$ cat config.mk
export PLATFORM = sky130hd
export DESIGN_NAME = qh_split_seq
export DESIGN_NICKNAME = d
export VERILOG_FILES = /design/src/rtl/qh_pkg.sv /design/src/rtl/qh_ctl_regs.sv /design/src/rtl/qh_slot_sel.sv /design/src/rtl/qh_tag_calc.sv /design/src/rtl/qh_split_seq.sv
export SDC_FILE = /design/constraint.sdc
export NUM_CORES = 1
export LEC_CHECK = 0
export BUFFER_PORTS_ARGS = -buffer_cell sky130_fd_sc_hd__buf_2
export CORE_MARGIN = 8
export CORE_UTILIZATION = 52
export DETAILED_ROUTE_END_ITERATION = 16
export PLACE_DENSITY = 0.84
export SYNTH_ARGS = -nofsm -noshare
export SYNTH_HDL_FRONTEND = slang
export SYNTH_SLANG_ARGS = --single-unit
$ cat constraint.sdc
create_clock -name clk -period 5.65 [get_ports clk]
set_clock_uncertainty 0.15 [all_clocks]
set_input_delay 0.8475 -clock clk [delete_from_list [all_inputs] [get_ports clk]]
set_output_delay 0.8475 -clock clk [all_outputs]
set_load 0.01 [all_outputs]
$ cat src/rtl/qh_pkg.sv
package qh_pkg;
    localparam int QH_MASK_W = 8;
    localparam int QH_TAG_W  = 5;
    localparam int QH_IDX_W  = 14;

    typedef enum logic [1:0] {
        ST_IDLE    = 2'd0,
        ST_WAIT_SS = 2'd1,
        ST_WAIT_CS = 2'd2
    } qh_state_e;
endpackage

$ cat src/rtl/qh_ctl_regs.sv
module qh_ctl_regs #(
    parameter int MASK_W = qh_pkg::QH_MASK_W
) (
    input  logic              clk,
    input  logic              rst_n,
    input  logic              wr_en,
    input  logic [MASK_W-1:0] wr_smask,
    input  logic [MASK_W-1:0] wr_cmask,
    input  logic              wr_active,
    input  logic              wr_halted,
    input  logic              wr_inact,
    input  logic              hw_clr_active,
    output logic [MASK_W-1:0] smask,
    output logic [MASK_W-1:0] cmask,
    output logic              active,
    output logic              halted,
    output logic              inact
);
    logic both_flip;
    logic active_d;
    logic inact_d;

    // A write that flips Active and inactivate together is refused for those two bits.
    always_comb begin
        both_flip = (wr_active != active) && (wr_inact != inact);
        active_d  = active;
        inact_d   = inact;
        if (wr_en && !both_flip) begin
            active_d = wr_active;
            inact_d  = wr_inact;
        end
        // The sequencer's deactivation wins over a same-cycle write.
        if (hw_clr_active) begin
            active_d = 1'b0;
        end
    end

    always_ff @(posedge clk) begin
        if (!rst_n) begin
            smask  <= '0;
            cmask  <= '0;
            active <= 1'b0;
            halted <= 1'b0;
            inact  <= 1'b0;
        end else begin
            active <= active_d;
            inact  <= inact_d;
            if (wr_en) begin
                smask  <= wr_smask;
                cmask  <= wr_cmask;
                halted <= wr_halted;
            end
        end
    end
endmodule

$ cat src/rtl/qh_slot_sel.sv
module qh_slot_sel #(
    parameter int MASK_W = qh_pkg::QH_MASK_W,
    localparam int UF_W  = $clog2(MASK_W)
) (
    input  logic [MASK_W-1:0] mask,
    input  logic [UF_W-1:0]   slot,
    output logic              hit
);
    logic [MASK_W-1:0] onehot;

    for (genvar g = 0; g < MASK_W; g++) begin : g_dec
        assign onehot[g] = (slot == g[UF_W-1:0]);
    end

    assign hit = |(onehot & mask);
endmodule

$ cat src/rtl/qh_tag_calc.sv
module qh_tag_calc #(
    parameter int UF_W  = 3,
    parameter int TAG_W = qh_pkg::QH_TAG_W
) (
    input  logic             from_start,
    input  logic [UF_W-1:0]  slot,
    input  logic [TAG_W-1:0] frame,
    output logic [TAG_W-1:0] tag
);
    localparam logic [UF_W-1:0] LAST_SLOT = '1;
    localparam logic [UF_W-1:0] PEN_SLOT  = LAST_SLOT - 1'b1;

    logic late;

    // A split issued late in the frame finishes in the next one.
    always_comb begin
        late = from_start ? (slot == PEN_SLOT) : (slot == LAST_SLOT);
        tag  = late ? frame + 1'b1 : frame;
    end
endmodule

$ cat src/rtl/qh_split_seq.sv
module qh_split_seq #(
    parameter int MASK_W  = qh_pkg::QH_MASK_W,
    parameter int TAG_W   = qh_pkg::QH_TAG_W,
    parameter int IDX_W   = qh_pkg::QH_IDX_W,
    localparam int UF_W   = $clog2(MASK_W)
) (
    input  logic              clk,
    input  logic              rst_n,
    input  logic              uf_tick,
    input  logic [IDX_W-1:0]  frindex,
    input  logic              wr_en,
    input  logic [MASK_W-1:0] wr_smask,
    input  logic [MASK_W-1:0] wr_cmask,
    input  logic              wr_active,
    input  logic              wr_halted,
    input  logic              wr_inact,
    input  logic              xact_done,
    input  logic              xact_ok,
    output logic              ss_req,
    output logic              cs_req,
    output logic [MASK_W-1:0] q_smask,
    output logic [MASK_W-1:0] q_cmask,
    output logic              q_active,
    output logic              q_halted,
    output logic              q_inact,
    output logic              q_split,
    output logic [TAG_W-1:0]  q_tag
);
    import qh_pkg::*;

    qh_state_e state_q, state_d;

    logic [UF_W-1:0]  slot_now;
    logic [TAG_W-1:0] frame_now;
    logic [UF_W-1:0]  cap_slot_q;
    logic [TAG_W-1:0] cap_frame_q;
    logic             split_q;
    logic [TAG_W-1:0] tag_q;
    logic             ss_req_q, cs_req_q;

    logic s_hit, c_hit;
    logic eligible;
    logic issue_ss, issue_cs;
    logic clr_on_start, clr_on_finish, hw_clr;
    logic ss_ok, cs_fin, cs_retry;
    logic [TAG_W-1:0] tag_new;

    assign slot_now  = frindex[UF_W-1:0];
    assign frame_now = frindex[UF_W +: TAG_W];

    qh_ctl_regs #(.MASK_W(MASK_W)) u_regs (
        .clk           (clk),
        .rst_n         (rst_n),
        .wr_en         (wr_en),
        .wr_smask      (wr_smask),
        .wr_cmask      (wr_cmask),
        .wr_active     (wr_active),
        .wr_halted     (wr_halted),
        .wr_inact      (wr_inact),
        .hw_clr_active (hw_clr),
        .smask         (q_smask),
        .cmask         (q_cmask),
        .active        (q_active),
        .halted        (q_halted),
        .inact         (q_inact)
    );

    qh_slot_sel #(.MASK_W(MASK_W)) u_ssel (
        .mask (q_smask),
        .slot (slot_now),
        .hit  (s_hit)
    );

    qh_slot_sel #(.MASK_W(MASK_W)) u_csel (
        .mask (q_cmask),
        .slot (slot_now),
        .hit  (c_hit)
    );

    qh_tag_calc #(.UF_W(UF_W), .TAG_W(TAG_W)) u_tag (
        .from_start (state_q == ST_WAIT_SS),
        .slot       (cap_slot_q),
        .frame      (cap_frame_q),
        .tag        (tag_new)
    );

    // Decode of this cycle's events and the next state.
    always_comb begin
        eligible      = (state_q == ST_IDLE) && uf_tick && q_active && !q_halted;
        issue_ss      = eligible && !split_q && !q_inact && s_hit;
        issue_cs      = eligible && split_q && c_hit;
        clr_on_start  = eligible && !split_q && q_inact;
        ss_ok         = (state_q == ST_WAIT_SS) && xact_done && xact_ok;
        cs_fin        = (state_q == ST_WAIT_CS) && xact_done && xact_ok;
        cs_retry      = (state_q == ST_WAIT_CS) && xact_done && !xact_ok;
        clr_on_finish = cs_fin && q_inact;
        hw_clr        = clr_on_start || clr_on_finish;

        state_d = state_q;
        unique case (state_q)
            ST_IDLE: begin
                if (issue_ss)      state_d = ST_WAIT_SS;
                else if (issue_cs) state_d = ST_WAIT_CS;
            end
            ST_WAIT_SS: if (xact_done) state_d = ST_IDLE;
            ST_WAIT_CS: if (xact_done) state_d = ST_IDLE;
            default:    state_d = ST_IDLE;
        endcase
    end

    always_ff @(posedge clk) begin
        if (!rst_n) state_q <= ST_IDLE;
        else        state_q <= state_d;
    end

    // Registered outputs, split phase, capture and frame tag.
    always_ff @(posedge clk) begin
        if (!rst_n) begin
            ss_req_q    <= 1'b0;
            cs_req_q    <= 1'b0;
            split_q     <= 1'b0;
            tag_q       <= '0;
            cap_slot_q  <= '0;
            cap_frame_q <= '0;
        end else begin
            ss_req_q <= issue_ss;
            cs_req_q <= issue_cs;
            if (issue_ss || issue_cs) begin
                cap_slot_q  <= slot_now;
                cap_frame_q <= frame_now;
            end
            if (ss_ok) begin
                split_q <= 1'b1;
                tag_q   <= tag_new;
            end
            if (cs_fin) begin
                split_q <= 1'b0;
            end
            if (cs_retry) begin
                tag_q <= tag_new;
            end
        end
    end

    assign ss_req  = ss_req_q;
    assign cs_req  = cs_req_q;
    assign q_split = split_q;
    assign q_tag   = tag_q;
endmodule

==> summary.md <==
| Metric | Value |
|---|---|
| Post-layout net count | 279 |
| Port Buffers | 59 |
| Antenna violations before repair | 0 |
| Global Route Usage Sum | 14.5% |
| Area growth syn-to-layout | 21.5% |
| Post-Route WL | 3.62 mm |
| Least-Margin Pin Slew | 0.568 ns |
| Largest net degree at the start of global routing | 28 |
| Post-DRT Antenna Nets | 0 |
| Clock-pin slew on the worst setup and hold paths | 0.10 ns |
| Cts hold-fix bufs | 0 |
| Status | finished clean |
| Hold WS | 0.313 ns |
| Vias per cell | 5.04 |
| Post-synthesis cell count | 178 |
| Post-synth cell types | 30 |
| Static Leak | 1.02 nW |
| Pwr Total | 475 uW |
| Worst skew pair latency | 0.33 ns |
| Layout cell share with drive strength beyond 1 | 30.5% |
| Vias in the first global route | 1,406 |
| Crit path capture type | register |
| Syn Std Cell Area | 1720 um2 |
| DR iter-0 viols | 45 |
| CTS tree | done |
| # DRC | 0 |
| Number of cell rows | 21 |
| Max IR drop VDD | 0.158 mV |
| Routed wire per std cell | 12.8 um |
| CP Class | primary input to register |
| Min cycle time layout | 2.41 ns |
| Post-Place Worst Slack | 2.90 ns |
| Placed cell area | 2030 um2 |
| Setup TNS | 0 ns |
| Level count of the clock H-tree | 2 |
| HP Class | register to register |
| Die W | 73.5 um |
| Post-synthesis register bit count | 37 |
| Fillers | 325 |
| Worst setup margin | 3.24 ns |
| Seq. cell area | 741 um2 |
| Power per cell area | 228 nW/um2 |
| Die Area | 5400 um2 |
| Slew Limit Headroom | 62.1% |
| First-pass GRT wire length | 6.22 mm |
| Final setup violation count | 0 |
| Critical Path RT | 5.76 ns |
| Grt total ovfl | 0 |
| Average instance area after synthesis | 9.65 um2 |
| CTS sink cnt | 37 |
| CTS Buffer Depth | 2 |
| DIE HEIGHT | 73.5 um |
| HPWL after detailed placement | 2.84 mm |
| Clk Tree Root Cell | clkbuf_4 |
| Post-synthesis sequential area ratio | 43.1% |
| RSZ-0062 raised after global routing | no |
| Initial DRT Pass Iterations | 4 |
| RePlAce Congestion | 0.805 |
| Routed via count | 1,420 |
| Syn Nets | 221 |
| Commonest non-fill, non-tap cell in the layout | buf_2 |
| Final hold violations | 0 |
| Worst Setup Start Kind | primary input |
| Starting Density | 52.7% |
| # resized after CTS | 0 |
| Critical Path AT | 2.52 ns |
| Max-slew violations | 0 |
| Yosys warns | 0 |
| Most frequent cells in the layout | buf_2 (59), dfxtp_1 (37), mux2i_1 (31) |
| Max-cap violation count | 0 |
| Post-route cell area | 2090 um2 |
| Post-CTS Setup Bufs | 0 |
| CP Max Fanout | 9 |
| CTS Buf Count | 5 |
| Fin crit share | 42.7% |
| Multi-input combinational cell area | 920 um2 |
| Max Freq | 415 MHz |
| Core ar. | 3260 um2 |
| N_diodes | 0 |
| # IOs | 66 |
==> synthesized netlist by cell type <==
cell / count / area, um2
and4b_1: 1 / 10.0
nor3b_1: 1 / 7.51
buf_1: 1 / 3.75
a31oi_1: 1 / 6.26
and3_1: 2 / 12.5
nor4_1: 1 / 6.26
nand2_1: 24 / 90.1
nor2_1: 24 / 90.1
a211oi_1: 5 / 37.5
nor2b_1: 1 / 6.26
xnor2_1: 7 / 61.3
inv_1: 4 / 15.0
ha_1: 4 / 50.1
mux2i_1: 31 / 310
dfxtp_1: 37 / 741
clkbuf_1: 5 / 18.8
a2bb2oi_4: 1 / 26.3
nor3_1: 3 / 15.0
buf_6: 1 / 11.3
a21oi_1: 4 / 20.0
mux2_1: 1 / 11.3
nand4b_1: 1 / 8.76
nand2b_1: 1 / 6.26
o21ai_0: 4 / 20.0
mux2_4: 3 / 45.0
mux4_2: 2 / 45.0
nand3_1: 5 / 25.0
a311oi_1: 1 / 8.76
buf_2: 1 / 5.00
inv_2: 1 / 3.75
==> path summary, 6_finish.rpt <==
path / from / to / slack (ns) / cells past startpoint
max: frindex[0] / cap_frame_q[2] / 3.24 / 5
min: cap_slot_q[1] / cap_slot_q[1] / 0.31 / 2
max reg2reg: u_regs.smask[0] / cap_frame_q[2] / 3.74 / 4
min reg2reg: cap_slot_q[1] / cap_slot_q[1] / 0.31 / 2
==> state kept, by name, summed over array words and instances, names as in the netlist <==
name and count:
state_q 2, u_regs.active 1, q_split 1, q_tag 5, u_regs.inact 1, u_regs.cmask 8
u_regs.halted 1, cs_req 1, cap_frame_q 5, ss_req 1, cap_slot_q 3, u_regs.smask 8
==> cells by family (layout without fill, tap and decap cells) <==
logic type,count (synthesis),after routing,share of synthesized area (%)
simple gates,64,64,16.2
mux,37,37,24.0
flops,37,37,43.1
compound gates,16,16,6.92
buf+inv,13,71,3.35
xor+xnor,7,7,3.57
fa+ha+maj,4,4,2.91
==> metal layers <==
layer / routed length (um) / global-route usage [%] / up-vias
li1: - / - / 725
met1: 1540 / 16.0 / 647
met2: 1710 / 23.5 / 44
met3: 334 / 7.09 / 4
met4: 42 / 5.32 / 0
met5: 0 / 0 / -
==> stage by stage <==
step / std cells / utilization [%]
2_1_floorplan: 178 / -
5_1_grt: 282 / 64.1
6_report: 282 / 64.1
3_3_place_gp: 275 / 62.4
3_5_place_dp: 275 / 62.4
4_1_cts: 282 / 64.1
==> cell type report <==
type	count	share of cell area, %
Multi-Input combinational cell	128	44.1
Clock buffer	7	2.64
Sequential cell	37	35.5
Timing Repair Buffer	59	14.1
Inverter	5	0.899
Tap cell	46	2.76
==> power breakdown <==
| group | internal, mW | leakage [nW] | total, mW | switching, mW |
|---|---|---|---|---|
| combinational | 0.0322 | 0.691 | 0.0635 | 0.0314 |
| sequential | 0.269 | 0.302 | 0.276 | 0.00698 |
| clock | 0.0588 | 0.0314 | 0.136 | 0.0768 |
| total | 0.360 | 1.02 | 0.475 | 0.115 |
==> critical path, stage by stage <==
cell and delay (ns):
buf_2 0.24, mux2_1 0.35, mux4_2 0.52, a2bb2oi_4 0.34
mux2i_1 0.22
Note: power is estimated with default switching activity, not from simulation.
